[config.mk]
export PLATFORM = sky130hd
export DESIGN_NAME = plotter_wr_ctrl
export DESIGN_NICKNAME = d
export VERILOG_FILES = /design/src/rtl/pwc_pkg.sv /design/src/rtl/pwc_handshake.sv /design/src/rtl/pwc_record.sv /design/src/rtl/pwc_wcheck.sv /design/src/rtl/plotter_wr_ctrl.sv
export SDC_FILE = /design/constraint.sdc
export NUM_CORES = 1
export LEC_CHECK = 0
export BUFFER_PORTS_ARGS = -buffer_cell sky130_fd_sc_hd__buf_2
export CORE_AREA = 2 2 39 41
export DETAILED_ROUTE_END_ITERATION = 16
export DIE_AREA = 0 0 41 43
export MAX_ROUTING_LAYER = met4
export PLACE_DENSITY_LB_ADDON = 0.25
export SYNTH_ARGS = -nofsm -noshare
export SYNTH_HDL_FRONTEND = slang
export SYNTH_SLANG_ARGS = --single-unit
export TNS_END_PERCENT = 5
[constraint.sdc]
create_clock -name clk -period 2.2 [get_ports clk]
set_clock_uncertainty 0.2 [all_clocks]
set_input_delay 0.11 -clock clk [delete_from_list [all_inputs] [get_ports clk]]
set_output_delay 0.11 -clock clk [all_outputs]
set_load 0.03 [all_outputs]
[src/rtl/pwc_pkg.sv]
package pwc_pkg;

    typedef enum logic [1:0] {
        OP_NONE     = 2'b00,
        OP_WR_NUM   = 2'b01,
        OP_DUMP     = 2'b10,
        OP_WR_ALPHA = 2'b11
    } pwc_op_e;

    typedef struct packed {
        logic gate;
        logic window;
    } pwc_hs_t;

    typedef struct packed {
        logic wr_on;
        logic rel;
    } pwc_rec_t;

    // Modes in which a record mark closes the write path.
    function automatic logic stops_on_mark(pwc_op_e op);
        return (op == OP_WR_NUM) || (op == OP_WR_ALPHA);
    endfunction

    // Modes that drive data to the plotter at all.
    function automatic logic is_output_op(pwc_op_e op);
        return op != OP_NONE;
    endfunction

endpackage

[src/rtl/pwc_handshake.sv]
module pwc_handshake
    import pwc_pkg::*;
(
    input  logic    clk,
    input  logic    rst,
    input  logic    svc_resp,
    input  logic    plot_ack,
    output pwc_hs_t hs
);

    pwc_hs_t hs_q;
    pwc_hs_t hs_d;

    always_comb begin
        hs_d = hs_q;
        // Gate: set has priority over clear.
        if (svc_resp)
            hs_d.gate = 1'b1;
        else if (plot_ack)
            hs_d.gate = 1'b0;
        // Window: self-clearing one cycle after it sets.
        if (hs_q.window)
            hs_d.window = 1'b0;
        else
            hs_d.window = plot_ack;
    end

    always_ff @(posedge clk) begin
        if (rst)
            hs_q <= '0;
        else
            hs_q <= hs_d;
    end

    assign hs = hs_q;

endmodule

[src/rtl/pwc_record.sv]
module pwc_record
    import pwc_pkg::*;
(
    input  logic     clk,
    input  logic     rst,
    input  pwc_op_e  op_mode,
    input  logic     wr_start,
    input  logic     window,
    input  logic     rec_mark,
    input  logic     icycle_rst,
    output pwc_rec_t rec,
    output logic     wr_allowed
);

    pwc_rec_t rec_q;
    pwc_rec_t rec_d;
    logic     rel_set;

    assign wr_allowed = rec_q.wr_on & ~rec_q.rel;
    assign rel_set    = window & wr_allowed & rec_mark & stops_on_mark(op_mode);

    always_comb begin
        rec_d = rec_q;
        if (rel_set)
            rec_d.rel = 1'b1;
        else if (icycle_rst)
            rec_d.rel = 1'b0;

        if (rec_q.rel && !icycle_rst)
            rec_d.wr_on = 1'b0;
        else if (wr_start && is_output_op(op_mode))
            rec_d.wr_on = 1'b1;
        else if (icycle_rst)
            rec_d.wr_on = 1'b0;
    end

    always_ff @(posedge clk) begin
        if (rst)
            rec_q <= '0;
        else
            rec_q <= rec_d;
    end

    assign rec = rec_q;

endmodule

[src/rtl/pwc_wcheck.sv]
module pwc_wcheck #(
    parameter int CHAR_W = 6
) (
    input  logic              clk,
    input  logic              rst,
    input  logic              gate,
    input  logic              char_strobe,
    input  logic [CHAR_W-1:0] out_char,
    input  logic              chk_reset_key,
    input  logic              branch_test,
    output logic              chk
);

    localparam int PAR_W = CHAR_W;

    logic [PAR_W-1:0] par_chain;
    logic             even_bits;
    logic             chk_q;

    // Ripple of partial parities across the character.
    genvar gi;
    generate
        for (gi = 0; gi < PAR_W; gi++) begin : g_par
            if (gi == 0) begin : g_first
                assign par_chain[gi] = out_char[gi];
            end else begin : g_next
                assign par_chain[gi] = par_chain[gi-1] ^ out_char[gi];
            end
        end
    endgenerate

    assign even_bits = ~par_chain[PAR_W-1];

    always_ff @(posedge clk) begin
        if (rst)
            chk_q <= 1'b0;
        else if (char_strobe && gate && even_bits)
            chk_q <= 1'b1;
        else if (chk_reset_key || branch_test)
            chk_q <= 1'b0;
    end

    assign chk = chk_q;

endmodule

[src/rtl/plotter_wr_ctrl.sv]
module plotter_wr_ctrl
    import pwc_pkg::*;
#(
    parameter int CHAR_W = 6
) (
    input  logic              clk,
    input  logic              rst,
    input  logic              svc_resp,
    input  logic              plot_ack,
    input  logic              rec_mark,
    input  logic [1:0]        op_mode,
    input  logic              wr_start,
    input  logic              char_strobe,
    input  logic [CHAR_W-1:0] out_char,
    input  logic              icycle_rst,
    input  logic              chk_reset_key,
    input  logic              branch_test,
    output logic              xlat_gate,
    output logic              ack_window,
    output logic              write_en,
    output logic              wr_release,
    output logic              check_light,
    output logic              branch_cond
);

    pwc_hs_t  hs;
    pwc_rec_t rec;
    pwc_op_e  op;
    logic     wr_allowed;
    logic     chk;

    assign op = pwc_op_e'(op_mode);

    pwc_handshake u_hs (
        .clk      (clk),
        .rst      (rst),
        .svc_resp (svc_resp),
        .plot_ack (plot_ack),
        .hs       (hs)
    );

    pwc_record u_rec (
        .clk        (clk),
        .rst        (rst),
        .op_mode    (op),
        .wr_start   (wr_start),
        .window     (hs.window),
        .rec_mark   (rec_mark),
        .icycle_rst (icycle_rst),
        .rec        (rec),
        .wr_allowed (wr_allowed)
    );

    pwc_wcheck #(.CHAR_W(CHAR_W)) u_chk (
        .clk           (clk),
        .rst           (rst),
        .gate          (hs.gate),
        .char_strobe   (char_strobe),
        .out_char      (out_char),
        .chk_reset_key (chk_reset_key),
        .branch_test   (branch_test),
        .chk           (chk)
    );

    assign xlat_gate   = hs.gate;
    assign ack_window  = hs.window;
    assign write_en    = wr_allowed;
    assign wr_release  = rec.rel;
    assign check_light = chk;
    assign branch_cond = chk;

endmodule

## Word-level counts from Yosys, hierarchy flattened

Cells that the tools add are included.

| word-level totals | value |
|---|---|
| register bits | 5 |
| input port bits | 18 |
| output and inout bits | 6 |
| word-level logic and storage cells | 39 |

| operators by class | value |
|---|---|
| equality and inequality tests | 2 |
| muxes and demuxes | 7 |
| bitwise operators | 11 |
| reduce and logical (&&, ||, !) cells | 14 |

Operator list:

| cell | count |
|---|---|
| $reduce_bool 2->1 | 5 |
| $mux 1 | 7 |
| $xor 1x1->1 | 5 |
| $and 1x1->1 | 4 |
| $logic_and 1x1->1 | 4 |
| $reduce_or 2->1 | 2 |
| $eq 2x1->1 const B | 1 |
| $eq 2x2->1 const B | 1 |
| $logic_or 1x1->1 | 2 |
| $not 1->1 | 2 |
| $logic_not 1->1 | 1 |

## Longest topological paths before layout

Gate-level depths: netlist of the first run.

| logic depth | value |
|---|---|
| depth after elaboration | 8 |
| depth in mapped cells | 3 |
| depth with buffers taken out | 3 |

## Modules after synthesis

Synthesis of the first run repeated with hierarchy kept, for this count alone.

| second synthesis, totals | value |
|---|---|
| cell total of the unflattened synthesis | 25 |
| area total of the unflattened synthesis | 274.0 sq um |

Modules (own cells, without submodules):

| module | times used | cells each | area each (sq um) | sequential area each (sq um) |
|---|---|---|---|---|
| pwc_wcheck | 1 | 8 | 102.6 | 20.0 |
| pwc_record | 1 | 10 | 97.6 | 40.0 |
| pwc_handshake | 1 | 6 | 66.3 | 40.0 |
| plotter_wr_ctrl | 1 | 1 | 7.5 | 0.0 |

## Worst setup path before layout of the first run

No wires, ideal clock.

| path | value |
|---|---|
| kind | reg2reg |
| from | register u_rec.rec_q, in the netlist u_rec.rec[0] |
| to | register u_rec.rec_q, in the netlist u_rec.rec[0] |
| setup time | 0.070 ns |
| arrival time | 1.210 ns |
| data required time | 1.930 ns |
| slack | 0.720 ns |
| stages on the path, launching flop included | 4 |
| buffers on the path | 0 |
| clock period less this slack | 1.480 ns |
| cell sequence | dfxtp_1 > nor2b_1 > nand4_1 > a21oi_1 |

| between the ends | value |
|---|---|
| word-level cells in the longest chain between the ends | 6 |
| elaborated cells on any way between the ends | 7 |
| classes of those cells | mux (1); bitwise (5); reduce/logical (1) |

Ends and longest elaborated chain:

| item | line | text |
|---|---|---|
| start, declared | pwc_record.sv:15 | `pwc_rec_t rec_q;` |
| start signal, assigned | pwc_record.sv:41 | `rec_q <= rec_d;` |
| $not 1->1 (*) | pwc_record.sv:19 | `assign wr_allowed = rec_q.wr_on & ~rec_q.rel;` |
| $and 1x1->1 (*) | pwc_record.sv:19 |  |
| named net write_en | plotter_wr_ctrl.sv:20 | `output logic write_en,` |
| $and 1x1->1 (*) (3 in a row) | pwc_record.sv:20 | `assign rel_set = window & wr_allowed & rec_mark & stops_on_mark(op_mode);` |
| $mux 1 / $reduce_bool 2->1 (equally long branches) | - |  |

Mark *: on every way through the listed nets, which the timed path passes. The rest lies on a longest branch.
A chain may end at the register's enable or synchronous reset.

==> results.json, run 1 <==
{
  "status": "finished clean",
  "number_of_antenna_violations_at_the_first_check_in_global_routing": 0,
  "final_util": 0.353,
  "worst_slew_pin_slew_ps": 171,
  "crit-reg2reg-capture": "u_chk.chk$_SDFFE_PP0P_",
  "initial_utilization": 0.184,
  "crit_path_start_kind": "input port",
  "critical_path.most_common_cell": "dlygate4sd3_1",
  "dr.first_iter.drc_count": 3,
  "ant_nets": 0,
  "drc": 0,
  "layout_worst_path_cycle_share": 0.888,
  "pwr_density_cell_nw_per_um2": 565,
  "post_drt_wl_per_cell_um": 9.79,
  "critPathKind": "in -> reg",
  "period_needed_ps": 1950,
  "layout.cell_area.non_filler_sq_um": 488,
  "syn_to_final_growth_pct": 92.1,
  "synthTopCellsByArea": "dfxtp_1 39%, xnor3_1 8.9%, xnor2_1 6.9%, xnor2_2 6.4%, o31ai_2 4.9%",
  "share_seq_of_total_power": 0.356,
  "diodes_inserted": 0,
  "rsz0062_at_grt": "false",
  "cpPeakStageDelay_ps": 570,
  "cp_max_fo": 6,
  "clkPwrFrac": 0.393,
  "ys_ff_latch": 5,
  "worst_setup_hold_path_clk_slew_ps": 40,
  "vdd_drop_max_mv": 0.250,
  "final-instance-count-excl-fill": 75,
  "cts.path.max_buffers": 2,
  "worstPathCellList": "dlygate4sd3_1, buf_2, or4b_1, o31ai_2, dlygate4sd3_1",
  "min_path_type": "in -> reg",
  "timing.critical_path.slowest_stage_cell": "dlygate4sd3_1",
  "layout-drive-gt1-share": 0.475,
  "place_area_sq_um": 382,
  "hold-worst-slack_ps": 32.4,
  "layout_commonest_cell": "buf_2",
  "synthesis.area_per_instance_sq_um": 10.2,
  "worst_setup_path_startpoint": "rst",
  "io_buffer_count": 23,
  "finalSetupViolCount": 0,
  "worstSetupEndpoint": "u_chk.chk$_SDFFE_PP0P_",
  "final_total_negative_setup_slack_ps": 0,
  "yosysUniqueCellTypes": 17,
  "cp_data_required_time_ps": 2190,
  "critical_path_cell_count": 5,
  "globalRoute.totalOverflow": 0,
  "maxCapViolCount": 0,
  "dpl_worst_slack_ps": 966,
  "finalHoldViolCount": 0,
  "worst-r2r-cell-count": 3,
  "gpl.final_weighted_congestion": 0.727,
  "yosys.area.top_type_share": 0.394,
  "numCtsBuffers": 3,
  "cp.arrival_ps": 1940,
  "totalWireLength_um": 734,
  "synth.cell_area_sq_um": 254,
  "synthesis.instances": 25,
  "floorplan.rows": 14,
  "detail_route.first_pass.iterations": 2,
  "final-max-slew-violation-count": 0,
  "cts.repair_timing.setup_buffer_count": 0,
  "clock_insertion_delay_worst_skew_ps": 240,
  "clock-sinks": 5,
  "global_route.usage.total": 0.0960,
  "r2r_setup_slack_ps": 520,
  "postSynthNetCount": 43,
  "internal_power_mw": 0.204,
  "final_net_count": 78,
  "cts_max_level": 1,
  "grt_max_degree": 7,
  "synth.yosys.warnings": 0,
  "fin_total_pwr_mw": 0.276,
  "post-dp-hpwl_um": 502,
  "grt_pass1_wl_um": 1040,
  "most_used_cells_in_the_layout_excluding_fill_and_tap_cells": "23 x buf_2, 8 x dlygate4sd3_1, 5 x dfxtp_1",
  "post_route_setup_slack_ps": 247,
  "die_width_um": 41,
  "netSwitchingPower_mw": 0.0718,
  "via_per_inst": 4.15,
  "die_y_um": 43,
  "reg2reg_from": "u_chk.chk$_SDFFE_PP0P_",
  "core_region_area_sq_um": 1380,
  "synth-edff-count": 0,
  "maxClockFrequency_ghz": 0.512,
  "cts_tree": "done",
  "async_s_r_ff_share_synth": 0,
  "routed-via-count": 311,
  "critical-path-top-delay-family": "buffers and inverters",
  "pin_count": 24,
  "cts.root.buffer_cell": "clkbuf_4",
  "path_buf_inv": 3,
  "comb_power_share": 0.251,
  "first_global_vias": 308,
  "synthFlopType": "dfxtp_1",
  "setup.worst_path.end_class": "register",
  "leakage_nw": 0.255,
  "placedCellCount": 63,
  "post_synthesis_cell_type_with_the_largest_combined_area": "dfxtp_1",
  "worst_slew_margin_rel": 0.885,
  "yosysSeqAreaShare": 0.394,
  "fp.dieArea_sq_um": 1760,
  "power_switching_share": 0.260
}
## layer usage
metal,vias up,part of all wire,GRT usage
met5,-,0,-
met4,0,0,0.0400
met3,0,0.071,0.0628
met2,11,0.57,0.169
met1,146,0.36,0.0682
li1,154,-,-
## worst register-to-register path: cells and delay by family, from the launching register on
kind                   cells  cell delay [ps]
buffers and inverters      1              570
and+or+nand+nor            1              460
AOI/OAI and AO/OA          1               70
DFF                        1              330
## cells in the mapped netlist, types with 2 or more instances
cell     instances
o21ai_0          2
xnor2_1          2
a21oi_1          2
dfxtp_1          5
inv_1            2
## how the worst min path moves through the flow
stage,to,from,depth (start not counted)
after floorplan,u_rec.rec[0]$_SDFFE_PP0P_,rst,1
after global placement,u_hs.hs[1]$_SDFFE_PP0P_,svc_resp,3
after detailed placement,u_hs.hs[1]$_SDFFE_PP0P_,svc_resp,3
after CTS,u_rec.rec[1]$_SDFFE_PP0P_,wr_start,4
after global routing,u_rec.rec[1]$_SDFFE_PP0P_,wr_start,4
final,u_rec.rec[1]$_SDFFE_PP0P_,wr_start,4
## cell families after synthesis
family | after synthesis | synth area share
AND/OR/NAND/NOR | 8 | 0.197
buffers and inverters | 3 | 0.0591
XOR/XNOR | 4 | 0.222
flip-flops | 5 | 0.394
AO/OA/AOI/OAI | 5 | 0.128
## state kept, by name, summed over array words and instances (netlist names)
register	flops
u_chk.chk	1
u_hs.hs	2
u_rec.rec	2
## repair_timing
action / in CTS / in global routing
hold buffers: 8 / 0
endpoints found under the setup margin: 0 / 0
hold endpoints to repair: 5 / 0
gates resized for setup: 0 / 0
## area by class of cell
cell class / instances / area, sq um
fillers: 153 / 896
clock buffers: 4 / 26.3
multi-input cells: 17 / 139
flip-flops and latches: 5 / 100
inverters: 2 / 7.51
repair buffers: 31 / 195
well taps: 16 / 20.0
## power groups by stage
stage	Sequential (mW)	Clock, mW	Combinational (mW)
final	0.0982	0.108	0.0693
after global routing	0.0985	0.125	0.0754
after CTS	0.0982	0.114	0.0698
after detailed placement	0.0999	0	0.0595
after global placement	0.100	0	0.0590
after floorplan	0.106	0	0.0297
Note: power is estimated with default switching activity, not from simulation.
==> inputs of run 2 (changes only) <==
--- a/config.mk
+++ b/config.mk
@@ -11,6 +11,8 @@
 export DIE_AREA = 0 0 41 43
 export MAX_ROUTING_LAYER = met4
 export PLACE_DENSITY_LB_ADDON = 0.25
+export SETUP_SLACK_MARGIN = 0.3
+export SLEW_MARGIN = 20
 export SYNTH_ARGS = -nofsm -noshare
 export SYNTH_HDL_FRONTEND = slang
 export SYNTH_SLANG_ARGS = --single-unit
==> results.json, run 2 (synthesized netlist as in run 1, its figures left out) <==
{
  "status": "finished clean",
  "die_y_um": 43,
  "gpl.final_weighted_congestion": 0.727,
  "worst_slew_pin_slew_ps": 170,
  "maxCapViolCount": 0,
  "layout-drive-gt1-share": 0.467,
  "via_per_inst": 4.16,
  "dpl_worst_slack_ps": 966,
  "layout_commonest_cell": "buf_2",
  "timing.critical_path.slowest_stage_cell": "dlygate4sd3_1",
  "netSwitchingPower_mw": 0.0721,
  "routed-via-count": 316,
  "period_needed_ps": 1590,
  "rsz0062_at_grt": "false",
  "final_total_negative_setup_slack_ps": 0,
  "cts.root.buffer_cell": "clkbuf_4",
  "finalHoldViolCount": 0,
  "fp.dieArea_sq_um": 1760,
  "clkPwrFrac": 0.390,
  "path_buf_inv": 3,
  "cp.arrival_ps": 1580,
  "worst_setup_hold_path_clk_slew_ps": 40,
  "post_route_setup_slack_ps": 605,
  "initial_utilization": 0.184,
  "critical_path.most_common_cell": "dlygate4sd3_1",
  "post-dp-hpwl_um": 502,
  "drc": 0,
  "layout_worst_path_cycle_share": 0.725,
  "pwr_density_cell_nw_per_um2": 557,
  "final-max-slew-violation-count": 0,
  "syn_to_final_growth_pct": 96.1,
  "globalRoute.totalOverflow": 0,
  "grt_max_degree": 7,
  "pin_count": 24,
  "critical-path-top-delay-family": "buffers and inverters",
  "comb_power_share": 0.256,
  "clock-sinks": 5,
  "global_route.usage.total": 0.100,
  "leakage_nw": 0.257,
  "core_region_area_sq_um": 1380,
  "post_drt_wl_per_cell_um": 10.1,
  "diodes_inserted": 0,
  "power_switching_share": 0.260,
  "cpPeakStageDelay_ps": 550,
  "cts.path.max_buffers": 2,
  "grt_pass1_wl_um": 1080,
  "setup.worst_path.end_class": "register",
  "final_net_count": 79,
  "maxClockFrequency_ghz": 0.627,
  "cts_tree": "done",
  "cp_max_fo": 2,
  "vdd_drop_max_mv": 0.259,
  "ant_nets": 0,
  "share_seq_of_total_power": 0.354,
  "min_path_type": "in -> reg",
  "totalWireLength_um": 771,
  "number_of_antenna_violations_at_the_first_check_in_global_routing": 0,
  "numCtsBuffers": 3,
  "finalSetupViolCount": 0,
  "detail_route.first_pass.iterations": 2,
  "floorplan.rows": 14,
  "die_width_um": 41,
  "io_buffer_count": 23,
  "critPathKind": "in -> reg",
  "crit_path_start_kind": "input port",
  "first_global_vias": 316,
  "clock_insertion_delay_worst_skew_ps": 240,
  "most_used_cells_in_the_layout_excluding_fill_and_tap_cells": "23 x buf_2, 9 x dlygate4sd3_1, 5 x dfxtp_1",
  "cp_data_required_time_ps": 2190,
  "worstPathCellList": "dlygate4sd3_1, buf_2, nand2b_1, a21oi_1, dlygate4sd3_1",
  "internal_power_mw": 0.205,
  "dr.first_iter.drc_count": 2,
  "worst_slew_margin_rel": 0.886,
  "cts_max_level": 1
}
-- run 2: layer usage --
layer	GRT usage	wire length [um]	vias to the layer above
met2	0.181	451	11
li1	-	-	156
met4	0.0400	0	0
met1	0.0682	266	149
met3	0.0628	52	0
met5	-	0	-
-- run 2: worst paths after layout --
path	cells after the start	slack, ps	endpoint	from
setup / recovery	5	610	u_rec.rec[0]$_SDFFE_PP0P_	icycle_rst
hold / removal	4	30	u_rec.rec[1]$_SDFFE_PP0P_	wr_start
setup reg to reg	4	650	u_rec.rec[0]$_SDFFE_PP0P_	u_rec.rec[1]$_SDFFE_PP0P_
hold reg to reg	1	270	u_hs.hs[0]$_SDFF_PP0_	u_hs.hs[0]$_SDFF_PP0_
-- run 2: metrics by stage --
stage          cells  power, mW  instance area [sq um]  hold WS (ps)  utilization
2_1_floorplan     25      0.136                    254         -20.9            -
3_3_place_gp      63      0.159                    382           120        0.276
3_5_place_dp      63      0.159                    382           144        0.276
4_1_cts           76      0.284                    498          22.5        0.360
5_1_grt           76      0.301                    498          72.3        0.360
6_report          76      0.277                    498          32.8        0.360
-- run 2: cell type report --
| type | count | area (sq um) |
|---|---|---|
| clock buffer | 4 | 26.3 |
| multi-input combinational | 17 | 139 |
| tap | 16 | 20.0 |
| timing repair buffer | 32 | 205 |
| fill | 153 | 886 |
| inverter | 2 | 7.51 |
| sequential | 5 | 100 |
-- run 2: power groups by stage --
stage | logic, mW | clock network, mW | registers (mW)
global route | 0.0772 | 0.125 | 0.0985
global placement | 0.0590 | 0 | 0.100
finish | 0.0711 | 0.108 | 0.0983
detailed placement | 0.0595 | 0 | 0.0999
CTS | 0.0713 | 0.114 | 0.0982
floorplan | 0.0297 | 0 | 0.106
-- run 2: what timing repair did --
| action | in CTS | in global routing |
|---|---|---|
| setup buffers | 0 | 0 |
| hold buffers | 9 | 0 |
| endpoints found under the hold margin | 5 | 0 |
| resized for setup | 0 | 0 |
-- run 2: worst register-to-register path, delay by kind of cell (launching register included) --
family,cells,cell delay [ps]
DFF,1,320
AOI/OAI and AO/OA,1,140
and+or+nand+nor,2,280
buffers and inverters,1,550
==> inputs of run 3 (changes only) <==
--- a/config.mk
+++ b/config.mk
@@ -5,6 +5,7 @@
 export SDC_FILE = /design/constraint.sdc
 export NUM_CORES = 1
 export LEC_CHECK = 0
+export ABC_AREA = 1
 export BUFFER_PORTS_ARGS = -buffer_cell sky130_fd_sc_hd__buf_2
 export CORE_AREA = 2 2 39 41
 export DETAILED_ROUTE_END_ITERATION = 16
==> constraint.sdc (replaced) <==
create_clock -name clk -period 1.5 [get_ports clk]
set_clock_uncertainty 0.2 [all_clocks]
set_input_delay 0.075 -clock clk [delete_from_list [all_inputs] [get_ports clk]]
set_output_delay 0.075 -clock clk [all_outputs]
set_load 0.03 [all_outputs]
==> results.json, run 3 <==
{
  "ys_ff_latch": 5,
  "finalHoldViolCount": 1,
  "detail_route.first_pass.iterations": 2,
  "cts_tree": "done",
  "final_total_negative_setup_slack_ps": 0,
  "pin_count": 24,
  "initial_utilization": 0.217,
  "layout_commonest_cell": "buf_2",
  "crit_path_start_kind": "register",
  "most_used_cells_in_the_layout_excluding_fill_and_tap_cells": "22 x buf_2, 11 x nand2_1, 10 x inv_1",
  "totalWireLength_um": 715,
  "netSwitchingPower_mw": 0.110,
  "cp_max_fo": 3,
  "power_switching_share": 0.273,
  "placedCellCount": 83,
  "post_drt_wl_per_cell_um": 7.53,
  "worst-r2r-cell-count": 2,
  "via_per_inst": 3.89,
  "layout-drive-gt1-share": 0.405,
  "clock-sinks": 5,
  "final-instance-count-excl-fill": 95,
  "die_y_um": 43,
  "setup.worst_path.end_class": "output port",
  "worst_slew_margin_rel": 0.882,
  "post_cts_hold_buffer_count": 8,
  "cts.repair_timing.setup_buffer_count": 0,
  "synth-edff-count": 0,
  "cpPeakStageDelay_ps": 340,
  "critPathKind": "reg -> out",
  "clock_insertion_delay_worst_skew_ps": 240,
  "status": "finished with violations",
  "async_s_r_ff_share_synth": 0,
  "routed-via-count": 370,
  "cp_data_required_time_ps": 1220,
  "whs_path_depth": 3,
  "most_used_standard_cells_in_the_synthesized_netlist": "11 x nand2_1, 10 x inv_1, 5 x dfxtp_1",
  "pwr_density_cell_nw_per_um2": 740,
  "period_needed_ps": 1140,
  "cp.arrival_ps": 870,
  "internal_power_mw": 0.293,
  "core_region_area_sq_um": 1380,
  "grt_pass1_wl_um": 1050,
  "clkPwrFrac": 0.382,
  "synth.yosys.warnings": 0,
  "diodes_inserted": 0,
  "vdd_drop_max_mv": 0.199,
  "first_global_vias": 321,
  "dr.first_iter.drc_count": 1,
  "cts.path.max_buffers": 2,
  "dpl_worst_slack_ps": 416,
  "worstPathCellList": "nor2_4, buf_4",
  "drc": 0,
  "cts_max_level": 1,
  "numCtsBuffers": 3,
  "final_net_count": 98,
  "yosysUniqueCellTypes": 17,
  "synthFlopType": "dfxtp_1",
  "synth.cell_area_sq_um": 300,
  "area.sequential_sq_um": 100,
  "synth_most_common_cell": "nand2_1",
  "postSynthNetCount": 63,
  "cts.root.buffer_cell": "clkbuf_4",
  "globalRoute.totalOverflow": 0,
  "post_route_setup_slack_ps": 357,
  "area_of_combinational_cells_with_multiple_inputs_sq_um": 163,
  "die_width_um": 41,
  "layout_worst_path_cycle_share": 0.762,
  "fp.dieArea_sq_um": 1760,
  "post_synthesis_cell_type_with_the_largest_combined_area": "dfxtp_1",
  "synthesis.area_per_instance_sq_um": 6.67,
  "filler_cell_count": 157,
  "hold-worst-slack_ps": -79.1,
  "worst_slew_pin_slew_ps": 176,
  "post-dp-hpwl_um": 565,
  "timing.critical_path.slowest_stage_cell": "dfxtp_1",
  "final-max-slew-violation-count": 0,
  "ant_nets": 0,
  "synthTopCellsByArea": "dfxtp_1 33%, nand2_1 14%, inv_1 13%, a21oi_1 5.0%, nand2_2 4.2%",
  "min_path_type": "in -> reg",
  "worst_setup_hold_path_clk_slew_ps": 40,
  "gpl.final_weighted_congestion": 0.540,
  "comb_power_share": 0.262,
  "finalSetupViolCount": 0,
  "share_seq_of_total_power": 0.356,
  "grt_max_degree": 6,
  "rsz0062_at_grt": "false",
  "failed_checks": "hold timing",
  "floorplan.rows": 14,
  "maxClockFrequency_ghz": 0.875,
  "syn_to_final_growth_pct": 81.3,
  "leakage_nw": 0.305,
  "maxCapViolCount": 0,
  "io_buffer_count": 23,
  "global_route.usage.total": 0.0884,
  "yosysSeqAreaShare": 0.333,
  "synthesis.instances": 45,
  "yosys.area.top_type_share": 0.333,
  "number_of_antenna_violations_at_the_first_check_in_global_routing": 0
}
## run 3: cell count changes after synthesis, sizes merged, moves of 2 or more
cell | previous run | this run
inv | 2 | 10
xnor2 | 3 | 1
nand2 | 1 | 13
a21oi | 2 | 4
nor2 | 1 | 4
o21ai | 2 | 0
nand3 | 0 | 2
## run 3: logic make-up (layout without fill, tap and decap cells)
| logic type | Yosys count | after routing | share of synthesized area |
|---|---|---|---|
| AND/OR/NAND/NOR | 22 | 22 | 0.354 |
| flip-flops | 5 | 5 | 0.333 |
| AO/OA/AOI/OAI | 5 | 5 | 0.104 |
| buffers and inverters | 11 | 45 | 0.150 |
| XOR/XNOR | 2 | 2 | 0.0583 |
## run 3: through the flow
stage | power [mW] | cell area (sq um) | util
3_3_place_gp | 0.234 | 435 | 0.315
4_1_cts | 0.414 | 542 | 0.392
3_5_place_dp | 0.235 | 435 | 0.315
6_report | 0.403 | 544 | 0.393
2_1_floorplan | 0.199 | 308 | -
5_1_grt | 0.431 | 544 | 0.393
## run 3: critical path, delay by kind of cell (launching register included)
kind                   cells  cell delay [ps]
flip-flops                 1              340
AND/OR/NAND/NOR            1              130
buffers and inverters      1              160
## run 3: timing repair
item                       CTS  global route
resized for setup            0             2
hold endpoints to repair     5             1
setup endpoints to repair    0             1
## run 3: power by group through the flow
stage	Sequential [mW]	Combinational, mW	Clock, mW
final	0.143	0.106	0.154
after global routing	0.144	0.118	0.169
after CTS	0.143	0.106	0.165
after detailed placement	0.146	0.0897	0
after global placement	0.146	0.0886	0
after floorplan	0.154	0.0448	0
## run 3: layout make-up
cell class	count	share of cell area
inverter	10	0.0690
tap	16	0.0368
multi-input combinational	29	0.299
timing repair buffer	31	0.363
clock buffer	4	0.0483
sequential	5	0.184
## run 3: layer usage
metal,vias up,GRT usage,wire [um]
li1,206,-,-
met1,149,0.0929,294
met5,-,-,0
met3,0,0.0157,62
met4,0,0.0600,0
met2,15,0.141,357
## run 3: path summary, 6_finish.rpt
kind                             startpoint                     end  slack, ps
setup / recovery  u_rec.rec[0]$_SDFFE_PP0P_                write_en        360
setup reg to reg     u_chk.chk$_SDFFE_PP0P_  u_chk.chk$_SDFFE_PP0P_        400
hold reg to reg       u_hs.hs[0]$_SDFF_PP0_   u_hs.hs[0]$_SDFF_PP0_        250
hold / removal                chk_reset_key  u_chk.chk$_SDFFE_PP0P_        -80
